### src/rtl/rxv_pkg.sv
// Shared constants and vector packing for the receive interrupt vector generator.
// Assumes channel numbers fit in 8 bits and queue numbers in 3 bits.
package rxv_pkg;
    localparam int VEC_W  = 32;
    localparam int FLAG_W = 4;
    // Flag nibble, MSB first: host-initiated, abort, frame end, hold abort
    localparam logic [FLAG_W-1:0] FL_HI   = 4'b1000;
    localparam logic [FLAG_W-1:0] FL_ABT  = 4'b0100;
    localparam logic [FLAG_W-1:0] FL_FE   = 4'b0010;
    localparam logic [FLAG_W-1:0] FL_HABT = 4'b0001;

    // Pack flags, queue and channel into one vector; unused bits are zero
    function automatic logic [VEC_W-1:0] mk_vec(input logic [FLAG_W-1:0] f,
                                                input logic [2:0] q,
                                                input logic [7:0] ch);
        return {f, 17'd0, q, ch};
    endfunction
endpackage

### src/rtl/rxv_ones_det.sv
// Per-channel consecutive-ones abort detector.
// Counts ones strobed for each channel, restarts on a zero, and flags the
// strobe that makes the run exceed the mode limit (6 HDLC, 15 PPP).
// The count saturates one above the limit so a long run flags once.
// Assumes at most one strobe per cycle and bit_chan < NCH.
module rxv_ones_det #(
    parameter int NCH = 4,
    parameter int CW  = 2
) (
    input  logic           clk,
    input  logic           rst_n,
    input  logic [NCH-1:0] proto_ppp,
    input  logic           bit_vld,
    input  logic [CW-1:0]  bit_chan,
    input  logic           bit_val,
    output logic           abort_hit,
    output logic [CW-1:0]  abort_ch
);
    localparam int RUN_W = 5;
    localparam logic [RUN_W-1:0] LIM_HDLC = 5'd6;
    localparam logic [RUN_W-1:0] LIM_PPP  = 5'd15;

    logic [NCH-1:0] hit;

    for (genvar g = 0; g < NCH; g++) begin : g_ch
        logic [RUN_W-1:0] run;
        logic [RUN_W-1:0] lim;
        logic             mine;

        // Select the channel's limit and decode its strobe
        always_comb begin
            lim  = proto_ppp[g] ? LIM_PPP : LIM_HDLC;
            mine = bit_vld && (bit_chan == CW'(g));
        end

        // Run counter: clear on zero, count ones up to limit+1
        always_ff @(posedge clk) begin
            if (!rst_n) begin
                run <= '0;
            end else if (mine) begin
                if (!bit_val)        run <= '0;
                else if (run <= lim) run <= run + 1'b1;
            end
        end

        assign hit[g] = mine && bit_val && (run == lim);
    end

    // Only the strobed channel can hit, so its number is the source
    assign abort_hit = |hit;
    assign abort_ch  = bit_chan;
endmodule

### src/rtl/rxv_hold_track.sv
// Per-channel discard tracker for held descriptors.
// A packet start on a held channel is a discard; the first one after the hold
// is seen reports plain, later ones report silent. Releasing the hold clears it.
// Assumes pkt_chan < NCH.
module rxv_hold_track #(
    parameter int NCH = 4,
    parameter int CW  = 2
) (
    input  logic           clk,
    input  logic           rst_n,
    input  logic [NCH-1:0] desc_hold,
    input  logic           pkt_start,
    input  logic [CW-1:0]  pkt_chan,
    output logic           disc_vld,
    output logic           disc_silent
);
    logic [NCH-1:0] seen;

    for (genvar g = 0; g < NCH; g++) begin : g_ch
        // Remember a discard until the hold bit drops
        always_ff @(posedge clk) begin
            if (!rst_n)                                 seen[g] <= 1'b0;
            else if (!desc_hold[g])                     seen[g] <= 1'b0;
            else if (pkt_start && pkt_chan == CW'(g))   seen[g] <= 1'b1;
        end
    end

    assign disc_vld    = pkt_start && desc_hold[pkt_chan];
    assign disc_silent = seen[pkt_chan];
endmodule

### src/rtl/rxv_vec_fifo.sv
// Show-ahead vector FIFO. A push while full is refused unless a pop happens
// in the same cycle. Assumes DEPTH is a power of two.
module rxv_vec_fifo #(
    parameter int DEPTH = 4,
    parameter int W     = 32
) (
    input  logic         clk,
    input  logic         rst_n,
    input  logic         push,
    input  logic [W-1:0] din,
    input  logic         pop,
    output logic         full,
    output logic         empty,
    output logic [W-1:0] dout
);
    localparam int AW = (DEPTH > 1) ? $clog2(DEPTH) : 1;

    logic [W-1:0]  mem [DEPTH];
    logic [AW-1:0] wr_ptr, rd_ptr;
    logic [AW:0]   cnt;
    logic          do_push, do_pop;

    assign empty   = (cnt == '0);
    assign full    = (cnt == (AW+1)'(DEPTH));
    assign do_pop  = pop && !empty;
    assign do_push = push && (!full || do_pop);
    assign dout    = mem[rd_ptr];

    // Storage write
    always_ff @(posedge clk) begin
        if (do_push) mem[wr_ptr] <= din;
    end

    // Pointer and occupancy update
    always_ff @(posedge clk) begin
        if (!rst_n) begin
            wr_ptr <= '0;
            rd_ptr <= '0;
            cnt    <= '0;
        end else begin
            if (do_push) wr_ptr <= wr_ptr + 1'b1;
            if (do_pop)  rd_ptr <= rd_ptr + 1'b1;
            cnt <= cnt + (AW+1)'(do_push) - (AW+1)'(do_pop);
        end
    end
endmodule

### src/rtl/rxv_irq_gen.sv
// Receive event interrupt vector generator (top).
// Gathers five event sources, picks one per cycle by fixed priority, builds
// the 32-bit vector and queues it. Lost vectors (collision or full queue)
// set a sticky flag. Assumes NCH <= 128 and all channel inputs < NCH.
module rxv_irq_gen #(
    parameter int NCH   = 4,
    parameter int DEPTH = 4,
    localparam int CW   = (NCH > 1) ? $clog2(NCH) : 1
) (
    input  logic             clk,
    input  logic             rst_n,
    input  logic [NCH-1:0]   proto_ppp,
    input  logic [3*NCH-1:0] chan_queue,
    input  logic             bit_vld,
    input  logic [CW-1:0]    bit_chan,
    input  logic             bit_val,
    input  logic             pkt_start,
    input  logic [CW-1:0]    pkt_chan,
    input  logic             pkt_end,
    input  logic [CW-1:0]    end_chan,
    input  logic             desc_done,
    input  logic [CW-1:0]    desc_chan,
    input  logic             desc_hi,
    input  logic [NCH-1:0]   desc_hold,
    input  logic             cpu_abort,
    input  logic [CW-1:0]    abort_chan,
    output logic             vec_valid,
    input  logic             vec_ready,
    output logic [31:0]      vec_data,
    output logic             ovf_flag
);
    import rxv_pkg::*;

    localparam int NSRC = 5;

    logic              run_hit, disc_vld, disc_silent;
    logic [CW-1:0]     run_ch;
    logic [NSRC-1:0]   req;
    logic [FLAG_W-1:0] flg [NSRC];
    logic [CW-1:0]     sch [NSRC];
    logic [FLAG_W-1:0] sel_flg;
    logic [CW-1:0]     sel_ch;
    logic [2:0]        sel_q;
    logic [VEC_W-1:0]  new_vec;
    logic              any_evt, collide, q_full, q_empty;

    rxv_ones_det #(.NCH(NCH), .CW(CW)) u_ones (
        .clk, .rst_n, .proto_ppp, .bit_vld, .bit_chan, .bit_val,
        .abort_hit(run_hit), .abort_ch(run_ch)
    );

    rxv_hold_track #(.NCH(NCH), .CW(CW)) u_hold (
        .clk, .rst_n, .desc_hold, .pkt_start, .pkt_chan,
        .disc_vld, .disc_silent
    );

    // Event sources in priority order, index 0 highest
    always_comb begin
        req[0] = run_hit;            flg[0] = FL_ABT;  sch[0] = run_ch;
        req[1] = cpu_abort;          flg[1] = FL_ABT;  sch[1] = abort_chan;
        req[2] = disc_vld;
        flg[2] = disc_silent ? (FL_ABT | FL_HABT) : FL_HABT;
        sch[2] = pkt_chan;
        req[3] = pkt_end;            flg[3] = FL_FE;   sch[3] = end_chan;
        req[4] = desc_done && desc_hi; flg[4] = FL_HI; sch[4] = desc_chan;
    end

    // Fixed-priority pick of the winning event
    always_comb begin
        sel_flg = '0;
        sel_ch  = '0;
        for (int i = NSRC - 1; i >= 0; i--) begin
            if (req[i]) begin
                sel_flg = flg[i];
                sel_ch  = sch[i];
            end
        end
    end

    assign any_evt = |req;
    assign collide = ($countones(req) > 1);
    assign sel_q   = chan_queue[int'(sel_ch)*3 +: 3];
    assign new_vec = mk_vec(sel_flg, sel_q, {{(8-CW){1'b0}}, sel_ch});

    rxv_vec_fifo #(.DEPTH(DEPTH), .W(VEC_W)) u_fifo (
        .clk, .rst_n, .push(any_evt), .din(new_vec), .pop(vec_ready),
        .full(q_full), .empty(q_empty), .dout(vec_data)
    );

    assign vec_valid = !q_empty;

    // Sticky loss flag: collision or push refused by a full queue
    always_ff @(posedge clk) begin
        if (!rst_n)                                      ovf_flag <= 1'b0;
        else if (collide || (any_evt && q_full && !vec_ready)) ovf_flag <= 1'b1;
    end
endmodule

### config.mk
export PLATFORM = sky130hd
export DESIGN_NAME = rxv_irq_gen
export DESIGN_NICKNAME = d
export VERILOG_FILES = /design/src/rtl/rxv_pkg.sv /design/src/rtl/rxv_ones_det.sv /design/src/rtl/rxv_hold_track.sv /design/src/rtl/rxv_vec_fifo.sv /design/src/rtl/rxv_irq_gen.sv
export SDC_FILE = /design/constraint.sdc
export NUM_CORES = 1
export LEC_CHECK = 0
export BUFFER_PORTS_ARGS = -buffer_cell sky130_fd_sc_hd__clkbuf_2
export CELL_PAD_IN_SITES_DETAIL_PLACEMENT = 1
export CELL_PAD_IN_SITES_GLOBAL_PLACEMENT = 1
export CORE_UTILIZATION = 48
export CTS_BUF_LIST = sky130_fd_sc_hd__clkbuf_2
export DETAILED_ROUTE_END_ITERATION = 12
export PLACE_DENSITY = 0.86
export SKIP_LAST_GASP = 1
export SYNTH_ARGS = -nofsm -noshare
export SYNTH_HDL_FRONTEND = slang
export SYNTH_SLANG_ARGS = --single-unit
### constraint.sdc
create_clock -name clk -period 5.6 [get_ports clk]
set_input_delay 0.28 -clock clk [delete_from_list [all_inputs] [get_ports clk]]
set_output_delay 0.28 -clock clk [all_outputs]
set_load 0.01 [all_outputs]
==> results of run 1 <==
==> layer usage <==
layer / up-vias / track usage [%] / share of wire (%) / wire length, µm
li1: 1268 / - / - / -
met1: 1249 / 25.1 / 42 / 3510
met2: 60 / 40.5 / 53 / 4480
met3: 14 / 4.38 / 3.2 / 269
met4: 0 / 9.27 / 2.1 / 178
met5: - / 0 / 0 / 0
==> kinds of logic (layout without fill, tap and decap cells) <==
logic type,Yosys count,count (layout)
AOI/OAI and AO/OA,46,46
xor gates and xnor gates,10,10
adders and majority gates,22,22
buffers and inverters,59,96
DFF,70,70
muxes,24,24
other,1,23
and+or+nand+nor,103,103
==> cells in the final DEF (no fill, tap or decap), types with 13 or more instances in the layout <==
master and count:
sky130_fd_sc_hd__clkbuf_2 59, sky130_fd_sc_hd__edfxtp_1 36, sky130_fd_sc_hd__dfxtp_1 34, sky130_fd_sc_hd__inv_1 26
sky130_fd_sc_hd__nand2_1 24, sky130_fd_sc_hd__conb_1 23, sky130_fd_sc_hd__ha_1 20, sky130_fd_sc_hd__nor2_1 17
sky130_fd_sc_hd__nand3_1 14, sky130_fd_sc_hd__and2_1 14, sky130_fd_sc_hd__mux2i_1 13
==> power groups by stage <==
| stage | sequential (mW) | combinational, mW | clock [mW] |
|---|---|---|---|
| floorplan | 0.659 | 0.280 | 0 |
| global route | 0.695 | 0.401 | 0.307 |
| global placement | 0.684 | 0.342 | 0 |
| finish | 0.684 | 0.363 | 0.281 |
| detailed placement | 0.697 | 0.367 | 0 |
| CTS | 0.685 | 0.370 | 0.287 |
==> layout make-up <==
class	instances	area, µm²	share of cell area, %
clock buffer	9	45.0	1.09
inverter	26	97.6	2.36
clock inverter	7	61.3	1.48
tap	99	124	3.00
sequential	70	1760	42.6
timing repair buffer	54	290	7.02
multi-input combinational	228	1750	42.4
==> flip-flops by register name, indices dropped and copies added, names as in the netlist, named ones only <==
name             flops
ovf_flag             1
u_fifo.cnt           3
u_fifo.mem          36
u_fifo.rd_ptr        2
u_fifo.wr_ptr        2
u_hold.seen          4
u_ones.g_ch.run     20
==> per-stage QoR <==
step                util, %  hold WS, ns  cell area (µm²)  total power, mW
finish                 55.8       0.0581             4130             1.33
global route           55.8       0.0275             4130             1.40
CTS                    55.8       0.0355             4130             1.34
detailed placement     53.8        0.472             3990             1.06
global placement       53.8        0.446             3990             1.03
floorplan                 -        0.399             3830            0.939
==> worst max-delay path: cells and delay by family, from the launching register on <==
kind                     cells  cell delay (ns)
AND/OR/NAND/NOR              3             0.92
XOR/XNOR                     2             0.28
buffers and inverters        2             0.12
adder cells (fa/ha/maj)      3             0.90
flip-flops                   1             0.42
AO/OA/AOI/OAI                2             0.50
==> path summary, 6_finish.rpt <==
check	startpoint	to	slack, ns	cells past startpoint
setup reg to reg	u_ones.g_ch[2].run[0]	u_fifo.cnt[2]	2.40	12
hold / removal	pkt_start	u_hold.seen[2]	0.06	3
hold reg to reg	u_hold.seen[2]	u_hold.seen[2]	0.52	2
setup / recovery	u_ones.g_ch[2].run[0]	u_fifo.cnt[2]	2.40	12
==> timing repair <==
action | 4_1_cts | 5_1_grt
endpoints found under the setup margin | 0 | 0
hold buffers | 4 | 0
buffers inserted | 0 | 0
hold endpoints to repair | 4 | 0
gates resized for setup | 0 | 0
==> flow_results.xml, run 1 <==
<?xml version="1.0" encoding="UTF-8"?>
<metrics>
  <group name="status">
    <metric name="result_of_the_run" unit="">complete, no violations</metric>
  </group>
  <group name="grt">
    <metric name="antenna_found_initial" unit="">0</metric>
    <metric name="globalRoute.totalOverflow" unit="">0</metric>
    <metric name="global_route_wire_length_before_repair" unit="mm">13.9</metric>
    <metric name="grt_max_degree" unit="">26</metric>
    <metric name="groute.usage.overall" unit="%">22.2</metric>
    <metric name="number_of_global_route_vias_before_repair" unit="">2826</metric>
  </group>
  <group name="sta">
    <metric name="timing_worst_slew_pin_value" unit="ns">0.843</metric>
    <metric name="slew_headroom" unit="%">43.6</metric>
    <metric name="layout_setup_ws" unit="ns">2.40</metric>
    <metric name="finalHoldViolations" unit="">0</metric>
    <metric name="maxSlewViolCount" unit="">0</metric>
    <metric name="finalWorstPathRequiredPeriod" unit="ns">3.20</metric>
    <metric name="unrepaired_setup_endpoints_after_global_routing" unit="">false</metric>
    <metric name="timing.fmax" unit="GHz">0.312</metric>
    <metric name="timing.final.crit_share" unit="%">57.2</metric>
    <metric name="setup_tns" unit="ns">0</metric>
    <metric name="timing.final.setup_violations" unit="">0</metric>
    <metric name="skew" unit="ns">0.0337</metric>
  </group>
  <group name="final_layout">
    <metric name="post_layout_nonfiller_instances" unit="">493</metric>
    <metric name="design.final.nets" unit="">451</metric>
    <metric name="post_route_cells_drive_above_1_share" unit="%">21.1</metric>
    <metric name="total_of_fill_cells_in_the_finished_design" unit="">842</metric>
    <metric name="n_antenna_cell" unit="">0</metric>
    <metric name="area_growth" unit="%">10.2</metric>
  </group>
  <group name="synthesis">
    <metric name="post_synth_fa_ha_maj_area_fraction" unit="%">7.74</metric>
    <metric name="ys_seq_elements" unit="">70</metric>
    <metric name="ys_top_cells_by_area" unit="">sky130_fd_sc_hd__edfxtp_1, sky130_fd_sc_hd__dfxtp_1, sky130_fd_sc_hd__ha_1</metric>
    <metric name="synth.yosys.warnings" unit="">0</metric>
    <metric name="synth_top_area_share" unit="%">28.8</metric>
    <metric name="yosys.area_share.simple" unit="%">14.5</metric>
    <metric name="ys_top_cells_by_count" unit="">sky130_fd_sc_hd__edfxtp_1, sky130_fd_sc_hd__dfxtp_1, sky130_fd_sc_hd__inv_1</metric>
    <metric name="dominant_combinational_cell_family_by_area_after_synthesis" unit="">simple AND/OR/NAND/NOR gates</metric>
    <metric name="synthDistinctLibCells" unit="">53</metric>
    <metric name="synthesis.area_per_instance" unit="µm²">11.2</metric>
    <metric name="synth_xor_area_share" unit="%">2.34</metric>
    <metric name="multiplexer_area_fraction_after_synthesis" unit="%">9.88</metric>
    <metric name="synth_area" unit="µm²">3750</metric>
    <metric name="synth.yosys.seq_area_share" unit="%">47.0</metric>
    <metric name="synthDominantAreaCellType" unit="">sky130_fd_sc_hd__edfxtp_1</metric>
    <metric name="synth-edff-count" unit="">36</metric>
    <metric name="synthesis.instances" unit="">335</metric>
    <metric name="post_synthesis_compound_gate_area_fraction" unit="%">9.98</metric>
    <metric name="post-synth-top-count-cell" unit="">sky130_fd_sc_hd__edfxtp_1</metric>
    <metric name="synth-async-reset-ratio" unit="%">0</metric>
    <metric name="ys.flop_type" unit="">sky130_fd_sc_hd__edfxtp_1</metric>
  </group>
  <group name="setup_path">
    <metric name="required" unit="ns">6.04</metric>
    <metric name="path_class" unit="">register to register</metric>
    <metric name="critical_path.cell_chain" unit="">inv_1 &gt; ha_1 &gt; or3b_2 &gt; o32ai_1 &gt; and3_1 &gt; o31a_1 &gt; ha_1 &gt; inv_1 &gt; fa_1 &gt; xnor2_1 &gt; xnor2_1 &gt; and2_1</metric>
    <metric name="cp_slowest_stage_delay" unit="ns">0.44</metric>
    <metric name="critical-path-slowest-cell" unit="">sky130_fd_sc_hd__or3b_2</metric>
    <metric name="critPathLaunchType" unit="">register</metric>
    <metric name="maximum_fanout_count_along_the_critical_path" unit="">7</metric>
    <metric name="timing.critical_path.arrival" unit="ns">3.64</metric>
    <metric name="cp-end-kind" unit="">register</metric>
  </group>
  <group name="detailed_routing">
    <metric name="drt_pass1_iterations" unit="">4</metric>
    <metric name="drcViolationCount" unit="">0</metric>
    <metric name="drt-initial-drc-count" unit="">63</metric>
    <metric name="num_vias" unit="">2591</metric>
    <metric name="route.final.wire_length" unit="mm">8.44</metric>
    <metric name="routed_via_density" unit="">5.26</metric>
    <metric name="drtAntennaViolNets" unit="">0</metric>
    <metric name="average_wire_per_standard_cell" unit="µm">17.1</metric>
  </group>
  <group name="cts">
    <metric name="cts.reportedPaths.clkPinSlew" unit="ns">0.22</metric>
    <metric name="maximum_root_to_sink_buffer_count" unit="">2</metric>
    <metric name="htreeDepth" unit="">3</metric>
    <metric name="cts_made_buffers" unit="">9</metric>
    <metric name="root_buffer" unit="">sky130_fd_sc_hd__clkbuf_2</metric>
    <metric name="cts_num_sinks" unit="">70</metric>
    <metric name="clk_latency" unit="ns">0.53</metric>
    <metric name="cts_tree" unit="">yes</metric>
  </group>
  <group name="power">
    <metric name="sw_frac_of_total" unit="%">34.5</metric>
    <metric name="power_leakage" unit="nW">1.76</metric>
    <metric name="internal-power" unit="mW">0.870</metric>
    <metric name="power.net_switching" unit="mW">0.458</metric>
    <metric name="seqPwrFrac" unit="%">51.5</metric>
    <metric name="cellPowerDensity" unit="nW/µm²">321</metric>
    <metric name="combPwrFrac" unit="%">27.3</metric>
    <metric name="worst_ir_drop_vdd" unit="mV">0.110</metric>
    <metric name="p_clk_share" unit="%">21.2</metric>
  </group>
  <group name="die">
    <metric name="floorplan.rows" unit="">31</metric>
    <metric name="die_w" unit="µm">90.4</metric>
    <metric name="fp.dieH" unit="µm">90.4</metric>
    <metric name="area_of_the_core" unit="µm²">7410</metric>
    <metric name="dieArea" unit="µm²">8170</metric>
    <metric name="initial_utilization" unit="%">50.6</metric>
    <metric name="design.portCount" unit="">74</metric>
  </group>
  <group name="placed_design">
    <metric name="placer_s_final_routability_congestion_estimate" unit="">0.800</metric>
    <metric name="portBuffers" unit="">50</metric>
    <metric name="post-place-ws" unit="ns">2.40</metric>
    <metric name="dp_cells" unit="">473</metric>
    <metric name="placed_wire_length_estimate_after_detailed_placement" unit="mm">6.39</metric>
  </group>
  <group name="worst_hold_path">
    <metric name="worst_hold_path_type" unit="">primary input to register</metric>
  </group>
  <group name="flow_run">
    <metric name="max-cap-violations" unit="">0</metric>
  </group>
</metrics>
Power figures use the tool's default switching activity.
==> run 2: changes to the inputs <==
- CORE_UTILIZATION: 48 -> 45
- PLACE_DENSITY: 0.86 -> 0.81
- clock period: 5.6 -> 3 ns (I/O delays scaled with it)
==> flow_results.xml, run 2 (same netlist as run 1, synthesis figures left out) <==
<?xml version="1.0" encoding="UTF-8"?>
<metrics>
  <group name="grt">
    <metric name="globalRoute.totalOverflow" unit="">0</metric>
    <metric name="number_of_global_route_vias_before_repair" unit="">2711</metric>
    <metric name="global_route_wire_length_before_repair" unit="mm">13.4</metric>
    <metric name="groute.usage.overall" unit="%">20.3</metric>
    <metric name="antenna_found_initial" unit="">0</metric>
    <metric name="grt_max_degree" unit="">26</metric>
  </group>
  <group name="setup_path">
    <metric name="critPathLaunchType" unit="">register</metric>
    <metric name="path_class" unit="">register to register</metric>
    <metric name="maximum_fanout_count_along_the_critical_path" unit="">10</metric>
    <metric name="cp-end-kind" unit="">register</metric>
    <metric name="timing.critical_path.from" unit="">u_ones.g_ch[0].run[3]</metric>
    <metric name="timing.rr.start" unit="">u_ones.g_ch[0].run[3]</metric>
    <metric name="required" unit="ns">3.26</metric>
    <metric name="timing.critical_path.arrival" unit="ns">3.12</metric>
  </group>
  <group name="die">
    <metric name="initial_utilization" unit="%">47.5</metric>
    <metric name="fp.dieH" unit="µm">93.3</metric>
    <metric name="floorplan.rows" unit="">32</metric>
    <metric name="die_w" unit="µm">93.3</metric>
    <metric name="dieArea" unit="µm²">8700</metric>
    <metric name="design.portCount" unit="">74</metric>
    <metric name="area_of_the_core" unit="µm²">7890</metric>
  </group>
  <group name="detailed_routing">
    <metric name="route.final.wire_length" unit="mm">8.21</metric>
    <metric name="num_vias" unit="">2608</metric>
    <metric name="drt_pass1_iterations" unit="">4</metric>
    <metric name="average_wire_per_standard_cell" unit="µm">16.4</metric>
    <metric name="routed_via_density" unit="">5.20</metric>
    <metric name="drcViolationCount" unit="">0</metric>
    <metric name="drt-initial-drc-count" unit="">86</metric>
    <metric name="drtAntennaViolNets" unit="">0</metric>
  </group>
  <group name="placed_design">
    <metric name="placement.cell_area" unit="µm²">4020</metric>
    <metric name="placed_wire_length_estimate_after_detailed_placement" unit="mm">6.22</metric>
    <metric name="portBuffers" unit="">50</metric>
    <metric name="placer_s_final_routability_congestion_estimate" unit="">0.733</metric>
  </group>
  <group name="power">
    <metric name="cellPowerDensity" unit="nW/µm²">577</metric>
    <metric name="power_leakage" unit="nW">1.79</metric>
    <metric name="worst_ir_drop_vdd" unit="mV">0.301</metric>
  </group>
  <group name="cts">
    <metric name="cts.reportedPaths.clkPinSlew" unit="ns">0.20</metric>
    <metric name="cts_made_buffers" unit="">9</metric>
    <metric name="cts_tree" unit="">yes</metric>
    <metric name="cts_num_sinks" unit="">70</metric>
    <metric name="root_buffer" unit="">sky130_fd_sc_hd__clkbuf_2</metric>
    <metric name="htreeDepth" unit="">3</metric>
    <metric name="maximum_root_to_sink_buffer_count" unit="">2</metric>
    <metric name="clk_latency" unit="ns">0.51</metric>
  </group>
  <group name="sta">
    <metric name="timing.final.setup_violations" unit="">0</metric>
    <metric name="timing.fmax" unit="GHz">0.350</metric>
    <metric name="setup_tns" unit="ns">0</metric>
    <metric name="timing.final.crit_share" unit="%">95.3</metric>
    <metric name="slew_headroom" unit="%">41.1</metric>
    <metric name="finalWorstPathRequiredPeriod" unit="ns">2.86</metric>
    <metric name="maxSlewViolCount" unit="">0</metric>
    <metric name="skew" unit="ns">0.0409</metric>
    <metric name="timing_worst_slew_pin_value" unit="ns">0.880</metric>
    <metric name="finalHoldViolations" unit="">0</metric>
  </group>
  <group name="worst_hold_path">
    <metric name="worst_hold_path_type" unit="">primary input to register</metric>
    <metric name="worst_hold_startpoint" unit="">cpu_abort</metric>
  </group>
  <group name="final_layout">
    <metric name="area_growth" unit="%">11.4</metric>
    <metric name="mostFrequentLayoutCell" unit="">sky130_fd_sc_hd__clkbuf_2</metric>
    <metric name="n_antenna_cell" unit="">0</metric>
    <metric name="regMostFlops" unit="">u_fifo.mem</metric>
    <metric name="top_registers" unit="">u_fifo.mem (36), u_ones.g_ch.run (20), u_hold.seen (4)</metric>
    <metric name="largest_register_ffs" unit="">36</metric>
    <metric name="design.final.nets" unit="">457</metric>
    <metric name="final_util" unit="%">53.0</metric>
    <metric name="final_cell_mix" unit="">sky130_fd_sc_hd__clkbuf_2, sky130_fd_sc_hd__edfxtp_1, sky130_fd_sc_hd__dfxtp_1</metric>
    <metric name="post-route-cell-area" unit="µm²">4180</metric>
    <metric name="post_route_cells_drive_above_1_share" unit="%">22.3</metric>
  </group>
  <group name="flow_run">
    <metric name="max-cap-violations" unit="">0</metric>
  </group>
  <group name="status">
    <metric name="result_of_the_run" unit="">complete, no violations</metric>
  </group>
</metrics>
-- run 2: cell types whose count changed in the layout (fill, tap and decap cells not counted) --
cell,delta
sky130_fd_sc_hd__inv_6,-3
sky130_fd_sc_hd__o32ai_2,+1
sky130_fd_sc_hd__inv_8,-1
sky130_fd_sc_hd__clkbuf_2,+1
sky130_fd_sc_hd__dfxtp_2,+1
sky130_fd_sc_hd__dfxtp_1,-1
sky130_fd_sc_hd__o32ai_1,-1
sky130_fd_sc_hd__dlygate4sd3_1,+2
sky130_fd_sc_hd__buf_4,+4
sky130_fd_sc_hd__clkinv_2,+3
-- run 2: metal layers --
| metal | track usage (%) | part of all wire, % |
|---|---|---|
| met5 | 0 | 0 |
| met4 | 5.77 | 1.1 |
| met3 | 3.74 | 3.0 |
| met2 | 36.1 | 52 |
| met1 | 25.0 | 44 |
-- run 2: what timing repair did --
item / in CTS / in global routing
hold buffers: 6 / 0
setup buffers: 0 / 0
endpoints found under the setup margin: 0 / 1
hold endpoints to repair: 4 / 0
gates resized for setup: 0 / 2
-- run 2: final timing paths --
kind	end	slack, ns	cells after the start
max	u_fifo.mem[2][4]	0.14	8
min	u_fifo.mem[1][5]	0.07	2
max reg2reg	u_fifo.mem[2][4]	0.14	8
min reg2reg	u_ones.g_ch[2].run[0]	0.51	2
-- run 2: worst max-delay path, stage by stage (launching register included) --
cell	delay (ns)
sky130_fd_sc_hd__dfxtp_1	0.43
sky130_fd_sc_hd__ha_1	0.25
sky130_fd_sc_hd__and4b_1	0.23
sky130_fd_sc_hd__nand3b_1	0.09
sky130_fd_sc_hd__a21oi_1	0.09
sky130_fd_sc_hd__buf_4	0.17
sky130_fd_sc_hd__o41ai_4	0.84
sky130_fd_sc_hd__mux2i_1	0.17
sky130_fd_sc_hd__mux2i_1	0.36
-- run 2: cell type report --
| class | count | area (µm²) |
|---|---|---|
| well taps | 102 | 128 |
| clock inverters | 6 | 38.8 |
| fillers | 903 | 3710 |
| multi-input cells | 228 | 1760 |
| clock buffers | 10 | 50.0 |
| inverters | 26 | 97.6 |
| flip-flops and latches | 70 | 1760 |
| repair buffers | 60 | 340 |
-- run 2: metrics by stage --
| step | hold slack [ns] | total power [mW] | setup slack [ns] | std cells |
|---|---|---|---|---|
| floorplan | 0.269 | 1.75 | 0.0949 | 357 |
| global placement | 0.380 | 1.92 | 0.207 | 480 |
| detailed placement | 0.379 | 1.98 | 0.0831 | 480 |
| CTS | 0.0346 | 2.44 | 0.0438 | 502 |
| global route | 0.0240 | 2.57 | -0.000336 | 502 |
| finish | 0.0661 | 2.41 | 0.141 | 502 |
-- run 2: power breakdown --
group | internal [mW] | switching [mW] | leakage [nW]
Sequential | 1.18 | 0.0956 | 0.616
Combinational | 0.329 | 0.350 | 1.12
Clock | 0.111 | 0.350 | 0.0581
